### src/rtl/dmarq_pkg.sv
package dmarq_pkg;

    typedef enum logic [1:0] {
        ST_IDLE  = 2'd0,
        ST_BURST = 2'd1,
        ST_REST  = 2'd2
    } dmarq_state_t;

endpackage

### src/rtl/dmarq_qualify.sv
// Combinational qualification of the request and decode of the FIFO strobes.
module dmarq_qualify (
    input  logic dma_enable,
    input  logic svc_pending,
    input  logic dir_to_host,
    input  logic fifo_full,
    input  logic fifo_empty,
    input  logic in_burst,
    input  logic dack_n,
    input  logic tc,
    output logic ready,
    output logic dreq,
    output logic ack_hit,
    output logic push,
    output logic pop,
    output logic tc_hit
);

    logic fifo_can_move;

    always_comb begin
        // only the flag that matters for the current direction is looked at
        fifo_can_move = dir_to_host ? !fifo_empty : !fifo_full;
        ready         = dma_enable && !svc_pending && fifo_can_move;
        dreq          = in_burst && ready;
        // the acknowledge alone selects the FIFO
        ack_hit       = dreq && !dack_n;
        push          = ack_hit && !dir_to_host;
        pop           = ack_hit && dir_to_host;
        tc_hit        = ack_hit && tc;
    end

endmodule

### src/rtl/dmarq_counter.sv
// Up-counter with clear; flags the final count before wrap.
module dmarq_counter #(
    parameter int LIMIT = 32,
    localparam int W = $clog2(LIMIT + 1)
) (
    input  logic         clk,
    input  logic         rst_n,
    input  logic         clr,
    input  logic         inc,
    output logic [W-1:0] count,
    output logic         last
);

    assign last = (count == W'(LIMIT - 1));

    always_ff @(posedge clk or negedge rst_n) begin
        if (!rst_n) begin
            count <= '0;
        end else if (clr) begin
            count <= '0;
        end else if (inc) begin
            count <= last ? '0 : count + 1'b1;
        end
    end


    cnt_bound_chk: assert property (@(posedge clk) disable iff (!rst_n)
        count < W'(LIMIT));

endmodule

### src/rtl/dma_burst_ctrl.sv
module dma_burst_ctrl #(
    parameter int MAX_BURST   = 32,
    parameter int REST_CYCLES = 2
) (
    input  logic clk,
    input  logic rst_n,
    input  logic dma_enable,
    input  logic svc_pending,
    input  logic dir_to_host,
    input  logic fifo_full,
    input  logic fifo_empty,
    input  logic dack_n,
    input  logic tc,
    output logic dreq,
    output logic fifo_push,
    output logic fifo_pop,
    output logic tc_event
);
    import dmarq_pkg::*;

    localparam int BW = $clog2(MAX_BURST + 1);
    localparam int RW = $clog2(REST_CYCLES + 1);

    dmarq_state_t state, nxt;
    logic          in_burst, in_rest;
    logic          ready, ack_hit;
    logic          burst_last, rest_last;
    logic [BW-1:0] burst_count;
    logic [RW-1:0] rest_count;

    dmarq_qualify u_qual (
        .dma_enable (dma_enable),
        .svc_pending(svc_pending),
        .dir_to_host(dir_to_host),
        .fifo_full  (fifo_full),
        .fifo_empty (fifo_empty),
        .in_burst   (in_burst),
        .dack_n     (dack_n),
        .tc         (tc),
        .ready      (ready),
        .dreq       (dreq),
        .ack_hit    (ack_hit),
        .push       (fifo_push),
        .pop        (fifo_pop),
        .tc_hit     (tc_event)
    );

    // acknowledged cycles in the current request period; restarts when dreq is low
    dmarq_counter #(.LIMIT(MAX_BURST)) u_burst (
        .clk  (clk),
        .rst_n(rst_n),
        .clr  (!dreq),
        .inc  (ack_hit),
        .count(burst_count),
        .last (burst_last)
    );

    // forced quiet time after a limit-ended burst
    dmarq_counter #(.LIMIT(REST_CYCLES)) u_rest (
        .clk  (clk),
        .rst_n(rst_n),
        .clr  (!in_rest),
        .inc  (in_rest),
        .count(rest_count),
        .last (rest_last)
    );

    // state register
    always_ff @(posedge clk or negedge rst_n) begin
        if (!rst_n) state <= ST_IDLE;
        else        state <= nxt;
    end

    // next state
    always_comb begin
        nxt = state;
        unique case (state)
            ST_IDLE:  if (ready) nxt = ST_BURST;
            ST_BURST: begin
                if (!dreq)                        nxt = ST_IDLE;
                else if (tc_event)                nxt = ST_IDLE;
                else if (ack_hit && burst_last)   nxt = ST_REST;
            end
            ST_REST:  if (rest_last) nxt = ST_IDLE;
            default:  nxt = ST_IDLE;
        endcase
    end

    // state decode for the datapath
    always_comb begin
        in_burst = (state == ST_BURST);
        in_rest  = (state == ST_REST);
    end


    reset_quiet_chk: assert property (@(posedge clk)
        !rst_n |-> !dreq && !fifo_push && !fifo_pop && !tc_event);


    push_safe_chk: assert property (@(posedge clk) disable iff (!rst_n)
        fifo_push |-> !fifo_full);


    pop_safe_chk: assert property (@(posedge clk) disable iff (!rst_n)
        fifo_pop |-> !fifo_empty);


    burst_rest_chk: assert property (@(posedge clk) disable iff (!rst_n)
        (ack_hit && burst_last && !tc) |=> !dreq ##1 !dreq);


    tc_stop_chk: assert property (@(posedge clk) disable iff (!rst_n)
        tc_event |=> !dreq);


    low_hold_chk: assert property (@(posedge clk) disable iff (!rst_n)
        $fell(dreq) |=> !dreq);


    gate_chk: assert property (@(posedge clk) disable iff (!rst_n)
        $past(dreq) && dreq |-> $past(dma_enable) && !$past(svc_pending));

endmodule

### config.mk
export PLATFORM = sky130hd
export DESIGN_NAME = dma_burst_ctrl
export DESIGN_NICKNAME = d
export VERILOG_FILES = /design/src/rtl/dmarq_pkg.sv /design/src/rtl/dmarq_qualify.sv /design/src/rtl/dmarq_counter.sv /design/src/rtl/dma_burst_ctrl.sv
export SDC_FILE = /design/constraint.sdc
export NUM_CORES = 1
export LEC_CHECK = 0
export ABC_AREA = 1
export CAP_MARGIN = 10
export CORE_AREA = 2 2 39 41
export DETAILED_ROUTE_END_ITERATION = 12
export DIE_AREA = 0 0 41 43
export DONT_BUFFER_PORTS = 1
export HOLD_SLACK_MARGIN = 0.06
export PLACE_DENSITY = 0.66
export SLEW_MARGIN = 20
export SYNTH_ARGS = -nofsm -noshare
export SYNTH_HDL_FRONTEND = slang
export SYNTH_HIERARCHICAL = 1
export SYNTH_SLANG_ARGS = --single-unit
### constraint.sdc
create_clock -name clk -period 3.51 [get_ports clk]
set_clock_uncertainty 0.2 [all_clocks]
set_input_delay 0.351 -clock clk [delete_from_list [all_inputs] [get_ports clk]]
set_output_delay 0.351 -clock clk [all_outputs]
set_load 0.02 [all_outputs]
; ---- After elaboration in Yosys (flattened, before gate mapping)
; Index checks and enable logic that the tools add are counted.
[classes]
add_sub_neg = 2
n_reduce_logical = 15
n_div = 0
order_cmp = 0
n_eq_ne = 8
bitwise = 0
n_mul = 0
n_mux = 12
shift = 0
[op_table]
columns = op, count
row1 = $mux W6, 3
row2 = $mux W2, 7
row3 = $logic_and A1 B1 Y1, 8
row4 = $add A6 B1 Y6 const B, 1
row5 = $eq A6 B5 Y1 const B, 1
row6 = $pmux W2 S3, 1
row7 = $logic_not A1 Y1, 5
row8 = $eq A2 B1 Y1 const B, 2
row9 = $ne A2 B1 Y1 const B, 2
row10 = $ne A4 B4 Y1 const B, 1
row11 = $reduce_and A3 Y1, 1
row12 = $add A2 B1 Y2 const B, 1
row13 = $eq A2 B2 Y1 const B, 1
row14 = $logic_not A2 Y1, 1
row15 = $ne A2 B2 Y1 const B, 1
row16 = $mux W1, 1
[totals]
n_memories = 0
mem_bits_ro = 0
regBits = 10
out_inout_bits = 4
latch_bits = 0
wordCells = 40
ramBits = 0

; ---- Depth between registers and ports, before layout
[logic_depth]
word_depth = 10
depth_mapped = 12

; ---- By module
; Netlist, hierarchy kept.
[modules_own_cells]
columns = module, cells_each, area_each_um2, seq_area_each_um2, n_inst
row1 = dmarq_counter (u_burst), 48, 356.6, 150.1, 1
row2 = dma_burst_ctrl, 25, 155.1, 50.0, 1
row3 = dmarq_counter (u_rest), 11, 83.8, 50.0, 1
row4 = dmarq_qualify, 18, 78.8, 0.0, 1

; ---- Worst setup path before layout
; OpenSTA, ideal clock, no wires.
[synth_timing]
path_kind = input port to flip-flop
from = input svc_pending
to = register u_burst.count[5]
n_path_buf = 0
arrival_time_ns = 1.543
cell_stages = 12
slack_ns = 1.647
cell_sequence = inv_1 > nand2_1 > nor2_2 > nand2_1 > nor2_1 > inv_1 > inv_1 > nand2_2 > nand3_1 > nand2_1 > nand2_1 > nor2_2
[synth_via]
elab_chain_cells = 6
elab_cells_between_ends = 7
cone_classes = eq/ne: 1 / mux: 1 / reduce/logical: 5
[synth_lines]
columns = item, line
row1 = start: declaration, dma_burst_ctrl.sv:8  ; input logic svc_pending,
row2 = $logic_not A1 Y1 *, dmarq_qualify.sv:24  ; ready = dma_enable && !svc_pending && fifo_can_move;
row3 = $logic_and A1 B1 Y1 * (2 in series), dmarq_qualify.sv:24
row4 = $logic_and A1 B1 Y1 *, dmarq_qualify.sv:25  ; dreq = in_burst && ready;
row5 = named net dreq, dma_burst_ctrl.sv:14  ; output logic dreq,
row6 = $logic_and A1 B1 Y1, dmarq_qualify.sv:27  ; ack_hit = dreq && !dack_n;
row7 = $ne A2 B1 Y1 (no source line), n/a
row8 = end signal: assignment, dmarq_counter.sv:22  ; count <= last ? '0 : count + 1'b1;
row9 = end: declaration, dmarq_counter.sv:10  ; output logic [W-1:0] count,
; Mark *: on every way through the listed nets, which the timed path passes. The rest lies on a longest branch.
; A chain may end at the register's enable or synchronous reset.

; ---- Worst setup path after layout
[layout_timing]
from = register state[1]
to = register u_burst.count[5]
[layout_via]
elab_chain_cells = 4
elab_cells_between_ends = 5
cone_classes = eq/ne: 2 / mux: 1 / reduce/logical: 2
[layout_lines]
columns = item, line
row1 = start: declaration, dma_burst_ctrl.sv:24  ; dmarq_state_t state, nxt;
row2 = start signal: assignment, dma_burst_ctrl.sv:71  ; else state <= nxt;
row3 = $eq A2 B1 Y1 *, dma_burst_ctrl.sv:91  ; in_burst = (state == ST_BURST);
row4 = named net in_burst, dma_burst_ctrl.sv:25  ; logic in_burst, in_rest;
row5 = $logic_and A1 B1 Y1 *, dmarq_qualify.sv:25
row6 = named net dreq, dma_burst_ctrl.sv:14
row7 = $logic_and A1 B1 Y1, dmarq_qualify.sv:27
row8 = $ne A2 B1 Y1 (no source line), n/a
; Marked as above.

==> out/results.tsv <==
metric	value	unit
top post-synthesis cells by area	dfrtp_1 37%, inv_1 15%, nand2_1 12%	
fin crit period	2.02	ns
Yosys top cell by area	dfrtp_1	
HP Class	primary input to asynchronous set/reset pin	
WS Path Type	flop to flop	
global-route wire length before repair	2120	µm
Die Wd	41	µm
RSZ-0062 raised after global routing	no	
max_cap viols	0	
drt via density	4.63	
Post-Syn Nets	112	
CTS Buf Count	3	
Synth top area share	0.371	
FF-to-FF End	u_burst/count[5]$_DFFE_PN0P_	
CTS tree	yes	
Mean Syn Cell Area	6.61	µm²
clk_lat worst skew	0.27	ns
Final Worst Setup Slack	1.49	ns
final setup vio count	0	
share of layout cells above drive strength 1	0.170	
CP Data Arrival Time	1.97	ns
total wire length	1200	µm
most common cell in the netlist	inv_1	
Mapped Area	674	µm²
fin. max-slew vios	0	
# diodes	0	
r2r startpoint	state[1]$_DFFE_PN0P_	
final core occ	0.525	
top_reg_cell synth	dfrtp_1	
PortBufs	0	
Startpoint Class	flop	
register-to-register setup slack	1.49	ns
Tightest Pin Transition	0.475	ns
detailed-route via count	565	
antenna violations before repair	0	
P_leak	0.396	nW
crit share post-route	0.576	
pwr dens	351	nW/µm²
Seq/Total Area, Yosys	0.371	
clk buf depth	2	
Commonest cells post-synth	27 x inv_1, 22 x nand2_1, 15 x nor2_1	
Cells after Synth	102	
fin nets	118	
FF-to-FF path depth	12	
WL/cell	9.85	µm
pin count of the biggest net entering global routing	11	
Final Hold Vio Count	0	
Starting DRT DRC Count	1	
Die H	43	µm
clk slew on worst S/H paths	0.07	ns
Post-CTS Setup Inserts	0	
I/O Pins	13	
Initial Util	0.487	
DIE AREA	1760	µm²
clk sinks	10	
Core Rows	14	
Rel. slew slack	0.682	
Worst setup EP type	flop	
number of synthesized flops with an enable pin	0	
Core ar.	1380	µm²
drt pass-1 iters	4	
aggregate global-route resource usage	0.184	
final setup TNS	0	ns
Max VDD drop	0.187	mV
Yosys cell types	18	
#FFs+latches synth	10	
Hold WS	0.271	ns
f_max	495	MHz
outcome	finished, final reports clean	
GPL Wtd Cong	0.742	
CP max FO	5	
area grow syn2layout	7.79	%
ys async rst share	1.00	
Overflow after GRT	0	
Antenna Nets Post-Route	0	
hpwl dp	976	µm
Critical Path RT	3.46	ns
Post-CTS Resized	0	
CTS root buffer	clkbuf_4	
Synth Warn #	6	
Filler cells	141	
number of global-route vias before repair	565	
Setup WS pre-CTS	1.49	ns
H-tree Lvls	1	
DRC viols	0	
[area by class of cell]
class	count	area [µm²]	area share
tap	16	20.0	0.0275
timing repair buffer	1	10.0	0.0138
inverter	29	109	0.150
clock buffer	3	22.5	0.0310
multi-input combinational	63	315	0.434
sequential	10	250	0.344
[registers in the layout, summed over array words and instances (netlist names)]
register and count:
u_burst/count 6, state 2, u_rest/count 2
[cell families (layout without fill, tap and decap cells)]
logic type / after synthesis / in the layout / synth area share
and+or+nand+nor: 55 / 55 / 0.386
buffers and inverters: 29 / 33 / 0.161
DFF: 10 / 10 / 0.371
AOI/OAI and AO/OA: 7 / 7 / 0.0631
adders and majority gates: 1 / 1 / 0.0185
[cell usage in the layout (no fill, tap or decap)]
master         count
nand2_1           22
nand2_2            4
nor2_2             4
ha_1               1
nand4_2            1
nor3_1             1
o21ai_1            1
a21oi_1            3
inv_2              2
inv_1             27
nand3_2            1
nand4_1            2
nor2_1            15
o21ai_0            1
nand3_1            4
nor2_4             1
dlygate4sd3_1      1
clkbuf_4           3
o21ai_2            2
dfrtp_1           10
[routing by layer]
| metal | GRT usage | vias to the layer above | routed length [µm] |
|---|---|---|---|
| met2 | 0.284 | 9 | 569 |
| li1 | - | 312 | - |
| met4 | 0.140 | 0 | 31 |
| met1 | 0.211 | 240 | 565 |
| met3 | 0.0314 | 4 | 35 |
| met5 | 0 | - | 0 |
[critical path, cell delays in order (launching register included)]
cell and delay (ns):
dfrtp_1 0.41, inv_2 0.07, nand2_2 0.06, inv_1 0.09, inv_1 0.04, nor2_1 0.38
inv_1 0.15, inv_1 0.18, nand2_2 0.08, nand3_1 0.08, nand2_1 0.05, nand2_1 0.06
nor2_2 0.03
[through the flow]
| step | power, mW | std cells | area, µm² |
|---|---|---|---|
| after floorplan | 0.168 | 102 | 674 |
| after global placement | 0.174 | 118 | 694 |
| after detailed placement | 0.177 | 118 | 694 |
| after CTS | 0.259 | 122 | 727 |
| after global routing | 0.273 | 122 | 727 |
| final | 0.255 | 122 | 727 |
[where the power goes]
part	internal, mW	switching [mW]
Sequential	0.120	0.00592
Combinational	0.0159	0.0358
Clock	0.0395	0.0377
[repair_timing]
item / CTS / global route
hold buffers: 1 / 0
setup endpoints to repair: 0 / 0
hold endpoints to repair: 10 / 0
[worst max-delay path by stage]
| stage | start | cells after the start | end |
|---|---|---|---|
| after floorplan | svc_pending | 12 | u_burst/count[5]$_DFFE_PN0P_ |
| after global placement | state[1]$_DFFE_PN0P_ | 12 | u_burst/count[5]$_DFFE_PN0P_ |
| after detailed placement | state[1]$_DFFE_PN0P_ | 12 | u_burst/count[5]$_DFFE_PN0P_ |
| after CTS | state[1]$_DFFE_PN0P_ | 12 | u_burst/count[5]$_DFFE_PN0P_ |
| after global routing | state[1]$_DFFE_PN0P_ | 12 | u_burst/count[5]$_DFFE_PN0P_ |
| final | state[1]$_DFFE_PN0P_ | 12 | u_burst/count[5]$_DFFE_PN0P_ |
Power figures use the tool's default switching activity.
